File: src/rtl/hdlc_tx_pkg.sv
package hdlc_tx_pkg;

   // kind of octet currently in the shift register
   typedef enum logic [1:0] {
      OCT_FLAG  = 2'd0,
      OCT_DATA  = 2'd1,
      OCT_FCS   = 2'd2,
      OCT_ABORT = 2'd3
   } oct_kind_e;

   localparam logic [7:0] FLAG_OCTET  = 8'h7E;
   localparam logic [7:0] ABORT_OCTET = 8'hFF;

endpackage

File: src/rtl/hdlc_fcs_gen.sv
// Bit-serial reflected CRC engine; fcs_next is the complemented value
// including the bit presented on din this cycle.
module hdlc_fcs_gen #(
   parameter int             W    = 16,
   parameter logic [W-1:0]   POLY = 16'h8408,
   parameter logic [W-1:0]   INIT = '1
) (
   input  logic         clk,
   input  logic         rst_n,
   input  logic         init,
   input  logic         step,
   input  logic         din,
   output logic [W-1:0] fcs_next
);

   logic [W-1:0] crc_q;
   logic [W-1:0] crc_adv;
   logic         fb;

   assign fb = crc_q[0] ^ din;

   for (genvar i = 0; i < W; i++) begin : g_bit
      if (i == W - 1) begin : g_top
         assign crc_adv[i] = fb & POLY[i];
      end else begin : g_mid
         assign crc_adv[i] = crc_q[i+1] ^ (fb & POLY[i]);
      end
   end

   assign fcs_next = ~crc_adv;

   always_ff @(posedge clk or negedge rst_n) begin
      if (!rst_n) begin
         crc_q <= INIT;
      end else if (init) begin
         crc_q <= INIT;
      end else if (step) begin
         crc_q <= crc_adv;
      end
   end

endmodule

File: src/rtl/hdlc_zero_ins.sv
// Counts consecutive 1s of stuffable bits; flags when a 0 is due.
module hdlc_zero_ins #(
   parameter int RUN = 5
) (
   input  logic clk,
   input  logic rst_n,
   input  logic step,
   input  logic bit_out,
   input  logic count_en,
   output logic ins_due
);

   localparam int CW = $clog2(RUN + 1);

   logic [CW-1:0] ones_q;

   assign ins_due = (ones_q == CW'(RUN));

   always_ff @(posedge clk or negedge rst_n) begin
      if (!rst_n) begin
         ones_q <= '0;
      end else if (step) begin
         if (ins_due)
            ones_q <= '0;
         else if (count_en && bit_out)
            ones_q <= ones_q + CW'(1);
         else
            ones_q <= '0;
      end
   end

endmodule

File: src/rtl/hdlc_link_tx.sv
module hdlc_link_tx
   import hdlc_tx_pkg::*;
#(
   parameter int             OCT_W       = 8,
   parameter int             FCS_W       = 16,
   parameter logic [FCS_W-1:0] FCS_POLY  = 16'h8408,
   parameter bit             HAS_FCS     = 1'b1,
   parameter int             STUFF_RUN   = 5,
   parameter int             CLOSE_FLAGS = 2
) (
   input  logic             clk,
   input  logic             rst_n,
   input  logic             bit_en,
   input  logic             fcs_en,
   input  logic             fifo_empty,
   input  logic [OCT_W-1:0] fifo_data,
   input  logic             fifo_eom,
   output logic             fifo_rd,
   output logic             tx_bit,
   output logic             msg_done,
   output logic             underrun
);

   localparam int IDX_W    = $clog2(OCT_W);
   localparam int FCS_OCTS = FCS_W / OCT_W;
   localparam int FCNT_W   = $clog2(FCS_OCTS + 1);
   localparam int CL_W     = $clog2(CLOSE_FLAGS + 1);

   // elaboration-time parameter checks
   if (OCT_W != 8) begin : g_bad_oct
      $error("hdlc_link_tx: OCT_W must be 8");
   end
   if ((FCS_W % OCT_W) != 0 || FCS_W < OCT_W) begin : g_bad_fcs
      $error("hdlc_link_tx: FCS_W must be a multiple of OCT_W");
   end
   if (STUFF_RUN < 1 || STUFF_RUN > 5) begin : g_bad_run
      $error("hdlc_link_tx: STUFF_RUN must be 1..5");
   end
   if (CLOSE_FLAGS < 1) begin : g_bad_close
      $error("hdlc_link_tx: CLOSE_FLAGS must be at least 1");
   end

   oct_kind_e          kind_q, n_kind;
   logic [OCT_W-1:0]   oct_q, n_oct;
   logic [IDX_W-1:0]   idx_q;
   logic               eom_q, n_eom;
   logic [FCS_W-1:0]   fcs_q, n_fcs;
   logic [FCNT_W-1:0]  fcnt_q, n_fcnt;
   logic [CL_W-1:0]    close_q, n_close;

   logic               stuff_due;
   logic               adv;
   logic               oct_end;
   logic               cur_bit;
   logic               stuffable;
   logic               take;
   logic               done_p;
   logic               undr_p;
   logic               pick_next;
   logic               fcs_on;
   logic [FCS_W-1:0]   fcs_new;

   assign cur_bit   = oct_q[idx_q];
   assign adv       = bit_en && !stuff_due;
   assign oct_end   = adv && (idx_q == IDX_W'(OCT_W - 1));
   assign stuffable = (kind_q == OCT_DATA) || (kind_q == OCT_FCS);

   hdlc_zero_ins #(
      .RUN (STUFF_RUN)
   ) i_zero_ins (
      .clk      (clk),
      .rst_n    (rst_n),
      .step     (bit_en),
      .bit_out  (cur_bit),
      .count_en (stuffable),
      .ins_due  (stuff_due)
   );

   // check-sequence variant chosen by parameter
   if (HAS_FCS) begin : g_fcs
      hdlc_fcs_gen #(
         .W    (FCS_W),
         .POLY (FCS_POLY),
         .INIT ({FCS_W{1'b1}})
      ) i_fcs_gen (
         .clk      (clk),
         .rst_n    (rst_n),
         .init     (bit_en && (kind_q != OCT_DATA)),
         .step     (adv && (kind_q == OCT_DATA)),
         .din      (cur_bit),
         .fcs_next (fcs_new)
      );
      assign fcs_on = fcs_en;
   end else begin : g_no_fcs
      assign fcs_new = '0;
      assign fcs_on  = 1'b0;
   end

   // choice of the octet that follows the current one
   always_comb begin
      n_kind    = kind_q;
      n_oct     = FLAG_OCTET;
      n_eom     = eom_q;
      n_fcs     = fcs_q;
      n_fcnt    = fcnt_q;
      n_close   = close_q;
      take      = 1'b0;
      done_p    = 1'b0;
      undr_p    = 1'b0;
      pick_next = 1'b0;
      unique case (kind_q)
         OCT_FLAG: begin
            if (close_q > CL_W'(1)) begin
               n_close = close_q - CL_W'(1);
            end else begin
               done_p    = (close_q == CL_W'(1));
               n_close   = '0;
               pick_next = 1'b1;
            end
         end
         OCT_DATA: begin
            if (eom_q) begin
               if (fcs_on) begin
                  n_kind = OCT_FCS;
                  n_oct  = fcs_new[OCT_W-1:0];
                  n_fcs  = fcs_new >> OCT_W;
                  n_fcnt = FCNT_W'(FCS_OCTS - 1);
               end else begin
                  n_kind  = OCT_FLAG;
                  n_close = CL_W'(CLOSE_FLAGS);
               end
            end else if (fifo_empty) begin
               n_kind = OCT_ABORT;
               n_oct  = ABORT_OCTET;
               undr_p = 1'b1;
            end else begin
               pick_next = 1'b1;
            end
         end
         OCT_FCS: begin
            if (fcnt_q != '0) begin
               n_oct  = fcs_q[OCT_W-1:0];
               n_fcs  = fcs_q >> OCT_W;
               n_fcnt = fcnt_q - FCNT_W'(1);
            end else begin
               n_kind  = OCT_FLAG;
               n_close = CL_W'(CLOSE_FLAGS);
            end
         end
         default: begin
            n_kind  = OCT_FLAG;
            n_close = '0;
         end
      endcase
      if (pick_next) begin
         if (!fifo_empty) begin
            n_kind = OCT_DATA;
            n_oct  = fifo_data;
            n_eom  = fifo_eom;
            take   = 1'b1;
         end else begin
            n_kind = OCT_FLAG;
         end
      end
   end

   assign fifo_rd = oct_end && take;

   always_ff @(posedge clk or negedge rst_n) begin
      if (!rst_n) begin
         kind_q   <= OCT_FLAG;
         oct_q    <= FLAG_OCTET;
         idx_q    <= '0;
         eom_q    <= 1'b0;
         fcs_q    <= '0;
         fcnt_q   <= '0;
         close_q  <= '0;
         tx_bit   <= 1'b1;
         msg_done <= 1'b0;
         underrun <= 1'b0;
      end else begin
         msg_done <= 1'b0;
         underrun <= 1'b0;
         if (bit_en)
            tx_bit <= stuff_due ? 1'b0 : cur_bit;
         if (adv) begin
            if (oct_end) begin
               idx_q    <= '0;
               kind_q   <= n_kind;
               oct_q    <= n_oct;
               eom_q    <= n_eom;
               fcs_q    <= n_fcs;
               fcnt_q   <= n_fcnt;
               close_q  <= n_close;
               msg_done <= done_p;
               underrun <= undr_p;
            end else begin
               idx_q <= idx_q + IDX_W'(1);
            end
         end
      end
   end

endmodule

File: config.mk
export PLATFORM = sky130hd
export DESIGN_NAME = hdlc_link_tx
export DESIGN_NICKNAME = d
export VERILOG_FILES = /design/src/rtl/hdlc_tx_pkg.sv /design/src/rtl/hdlc_fcs_gen.sv /design/src/rtl/hdlc_zero_ins.sv /design/src/rtl/hdlc_link_tx.sv
export SDC_FILE = /design/constraint.sdc
export NUM_CORES = 1
export LEC_CHECK = 0
export ABC_AREA = 1
export CAP_MARGIN = 20
export CORE_AREA = 2 2 70 72
export DETAILED_ROUTE_END_ITERATION = 16
export DIE_AREA = 0 0 72 74
export PLACE_DENSITY = 0.72
export REMOVE_ABC_BUFFERS = 1
export SETUP_SLACK_MARGIN = 0.15
export SYNTH_ARGS = -nofsm -noshare
export SYNTH_HDL_FRONTEND = slang
export SYNTH_SLANG_ARGS = --single-unit
File: constraint.sdc
create_clock -name clk -period 2.04 [get_ports clk]
set_input_delay 0.204 -clock clk [delete_from_list [all_inputs] [get_ports clk]]
set_output_delay 0.204 -clock clk [all_outputs]
set_load 0.01 [all_outputs]
==> impl_metrics.tcl, run 1 <==
set metrics [dict create \
    status "finished, violations left" \
    violations "hold timing" \
    ioPinCount 18 \
    drv_cap 0 \
    syn_inst 287 \
    avgSynthCellArea_um2 8.880 \
    switching_share_pct 38.73 \
    grt_pass1_vias 2015 \
    fin_skew_ns 0.003823 \
    dp_cells 361 \
    use_met3_pct 4.336 \
    multi_input_area_mm2 0.001119 \
    power.clock.fraction_pct 20.5 \
    setup_tns_ns 0 \
    avgViaCountPerCell 5.492 \
    path_clk_slew_ns 0.09 \
    clock_path_buffers 2 \
    start_util_pct 55.43 \
    seq_area_mm2 0.001230 \
    synth-seq-cells 48 \
    finalPower_mw 4.378 \
    fp.dieW_um 72 \
    setup_viol 0 \
    place_congestion 0.8025 \
    grt_overflow 0 \
    ys_warn_count 0 \
    clock.fmax_mhz 561.6 \
    max_stage_delay_ns 0.40 \
    powerDensity_mw_per_mm2 1457 \
    tightest_slew_ns 0.6076 \
    syn_to_final_growth_pct 17.87 \
    clkSinkCount 48 \
    ir_drop_uv 739.9 \
    yosys.area.top_type "dfrtp_1" \
    r2r_setup_slack_ns 0.29 \
    drive_gt1_share_pct 24.69 \
    yosysTopAreaCellShare_pct 24.55 \
    holdBufCountCts 0 \
    leakagePower_nw 1.391 \
    dieArea_mm2 0.005328 \
    htree_levels 2 \
    cts_tree "built" \
    wl_per_cell_um 14.56 \
    stdcell_count 374 \
    root_buffer "clkbuf_8" \
    synth_ff_type "dfrtp_1" \
    fin_util_pct 65.33 \
    synthDistinctLibCells 32 \
    cp_cell_sequence "inv_1 > ha_2 > nand2_1 > nand2_2 > nand2_2 > nor2_4 > clkbuf_2" \
    combinationalPowerShare_pct 40.2 \
    arrival_ns 1.58 \
    grt_pass1_wl_mm 9.259 \
    crit_path_frequent_cell "nand2_2" \
    worstSetupPathType "flip-flop to output pin" \
    first_pass_iters 4 \
    synth_edf_count 0 \
    clock_latency_ns 0.31 \
    seq_power_share_pct 39.3 \
    antenna_found_initial 0 \
    yosysMostFrequentCell "nand2_1" \
    drt_iter0_drc 135 \
    grt_max_degree 49 \
    critPathSlowestCell "dfrtp_1" \
    slew_headroom_pct 59.49 \
    synth_area_mm2 0.002549 \
    critPathMaxFanout 5 \
    yosys-top-cells-count "nand2_1 (49), inv_1 (38), o21ai_0 (27)" \
    cp.required_ns 1.84 \
    yosys-top-cells-area "dfrtp_1 (25%), dfstp_2 (24%), nand2_1 (7.2%)" \
    grt_util_met1_pct 31.64 \
    wl_mm 5.444 \
    hold_viol_final 25 \
    min_period_over_period_pct 87.28 \
    rsz0062_at_grt "true" \
    fin_crit_ns 1.781 \
    slew_violations 0 \
    num_vias 2054 \
    synth_async_sr_flop_share_pct 100.0 \
    critPathLaunchType "flip-flop" \
    use_met2_pct 36.83 \
    drc 0 \
    port_buffers 17 \
    cts_made_buffers 5 \
    grt.total_usage_pct 22.78 \
    place_area_mm2 0.002805 \
    floorplan.rows 25 \
    hold_slack_ns -0.02949 \
    switching_power_mw 1.696 \
    layout.nets 342 \
    place_hpwl_mm 3.875 \
    ys_seq_area_share_pct 48.26 \
    die_y_um 74 \
    worst_hold_path_type "input port to async pin" \
    num_antenna_cells 0 \
    fill_cells 396 \
    top_usage_layer "met2" \
    end_kind "output pin" \
    core_area_mm2 0.004598 \
    finalInstanceArea_mm2 0.003004 \
    p_int_mw 2.683 \
    ant_nets 0 \
]
-- logic make-up after synthesis --
| group | synth area share, % |
|---|---|
| XOR/XNOR | 0.3437 |
| AND/OR/NAND/NOR | 21.26 |
| AO/OA/AOI/OAI | 17.08 |
| adder cells (fa/ha/maj) | 4.418 |
| buffers and inverters | 8.640 |
| flip-flops | 48.26 |
-- critical path: cells and delay by family, from the launching register on --
family	cells	cell delay (ns)
simple gates	4	0.42
flops	1	0.40
fa+ha+maj	1	0.20
buf+inv	2	0.24
-- registers in the layout, indices dropped and copies added, names as in the netlist --
signal	cells
fcs_q	8
msg_done	1
underrun	1
idx_q	3
eom_q	1
g_fcs.i_fcs_gen.crc_q	16
kind_q	2
close_q	2
tx_bit	1
fcnt_q	2
oct_q	8
i_zero_ins.ones_q	3
-- routing by layer --
metal / up-vias / wire length [µm] / share of wire, %
li1: 1021 / - / -
met1: 984 / 2599 / 48
met2: 42 / 2534 / 47
met3: 7 / 246 / 4.5
met4: 0 / 64 / 1.2
met5: - / 0 / 0
-- area by class of cell --
type / instances / share of cell area [%]
multi-input cells: 188 / 37.23
repair buffers: 31 / 8.830
well taps: 54 / 2.249
clock buffers: 6 / 3.124
flip-flops and latches: 48 / 40.94
inverters: 45 / 5.623
clock inverters: 2 / 1.999
-- path summary, 6_finish.rpt --
path,start,end,cells past startpoint
max,kind_q[0]$_DFFE_PN0P_,fifo_rd,7
min,rst_n,close_q[1]$_DFFE_PN0P_,2
max reg2reg,idx_q[1]$_DFFE_PN0P_,fcnt_q[0]$_DFFE_PN0P_,9
min reg2reg,oct_q[3]$_DFFE_PN1P_,oct_q[3]$_DFFE_PN1P_,2
max in group asynchronous,rst_n,eom_q$_DFFE_PN0P_,2
min in group clk,fifo_eom,eom_q$_DFFE_PN0P_,3
-- timing repair --
item                                    CTS  global route
gates cloned                              0             1
resized for setup                         2             3
setup buffers                             1             3
endpoints found under the setup margin    1             8
-- power groups by stage --
stage	registers, mW	logic, mW	clock network, mW
3_5_place_dp	1.74	1.67	0
5_1_grt	1.77	2.02	0.940
6_report	1.72	1.76	0.898
2_1_floorplan	1.67	1.24	0
4_1_cts	1.72	1.71	0.902
3_3_place_gp	1.72	1.63	0
-- through the flow --
stage	setup WS (ns)	hold slack, ns
2_1_floorplan	0.2496	-0.09159
3_3_place_gp	0.1625	0.3400
3_5_place_dp	0.1523	0.3390
4_1_cts	0.1513	0.007343
5_1_grt	0.1254	0.04320
6_report	0.2594	-0.02949
-- cells in the final DEF, fill, tap and decap left out, types with 2 or more instances in the layout --
cell	n
nand2_2	5
dfstp_2	23
a21oi_1	8
clkdlybuf4s50_1	15
nand3_1	20
nand2_1	49
clkbuf_8	5
inv_2	6
o22ai_1	7
o21ai_1	6
bufinv_16	2
nor2_1	12
nor2_4	4
ha_1	8
nand3_2	5
buf_4	14
inv_1	38
o21ai_0	27
o211ai_1	11
o21ai_2	6
a22oi_1	4
dfrtp_1	25
nor3_1	7
Note: power is estimated with default switching activity, not from simulation.
==> run 2: changes to the inputs <==
--- a/config.mk
+++ b/config.mk
@@ -6,7 +6,6 @@
 export NUM_CORES = 1
 export LEC_CHECK = 0
 export ABC_AREA = 1
-export CAP_MARGIN = 20
 export CORE_AREA = 2 2 70 72
 export DETAILED_ROUTE_END_ITERATION = 16
 export DIE_AREA = 0 0 72 74
@@ -16,3 +15,4 @@
 export SYNTH_ARGS = -nofsm -noshare
 export SYNTH_HDL_FRONTEND = slang
 export SYNTH_SLANG_ARGS = --single-unit
+export TNS_END_PERCENT = 100
==> results of run 2 <==
The final DEF is identical to that of run 1; final timing and power are the same.
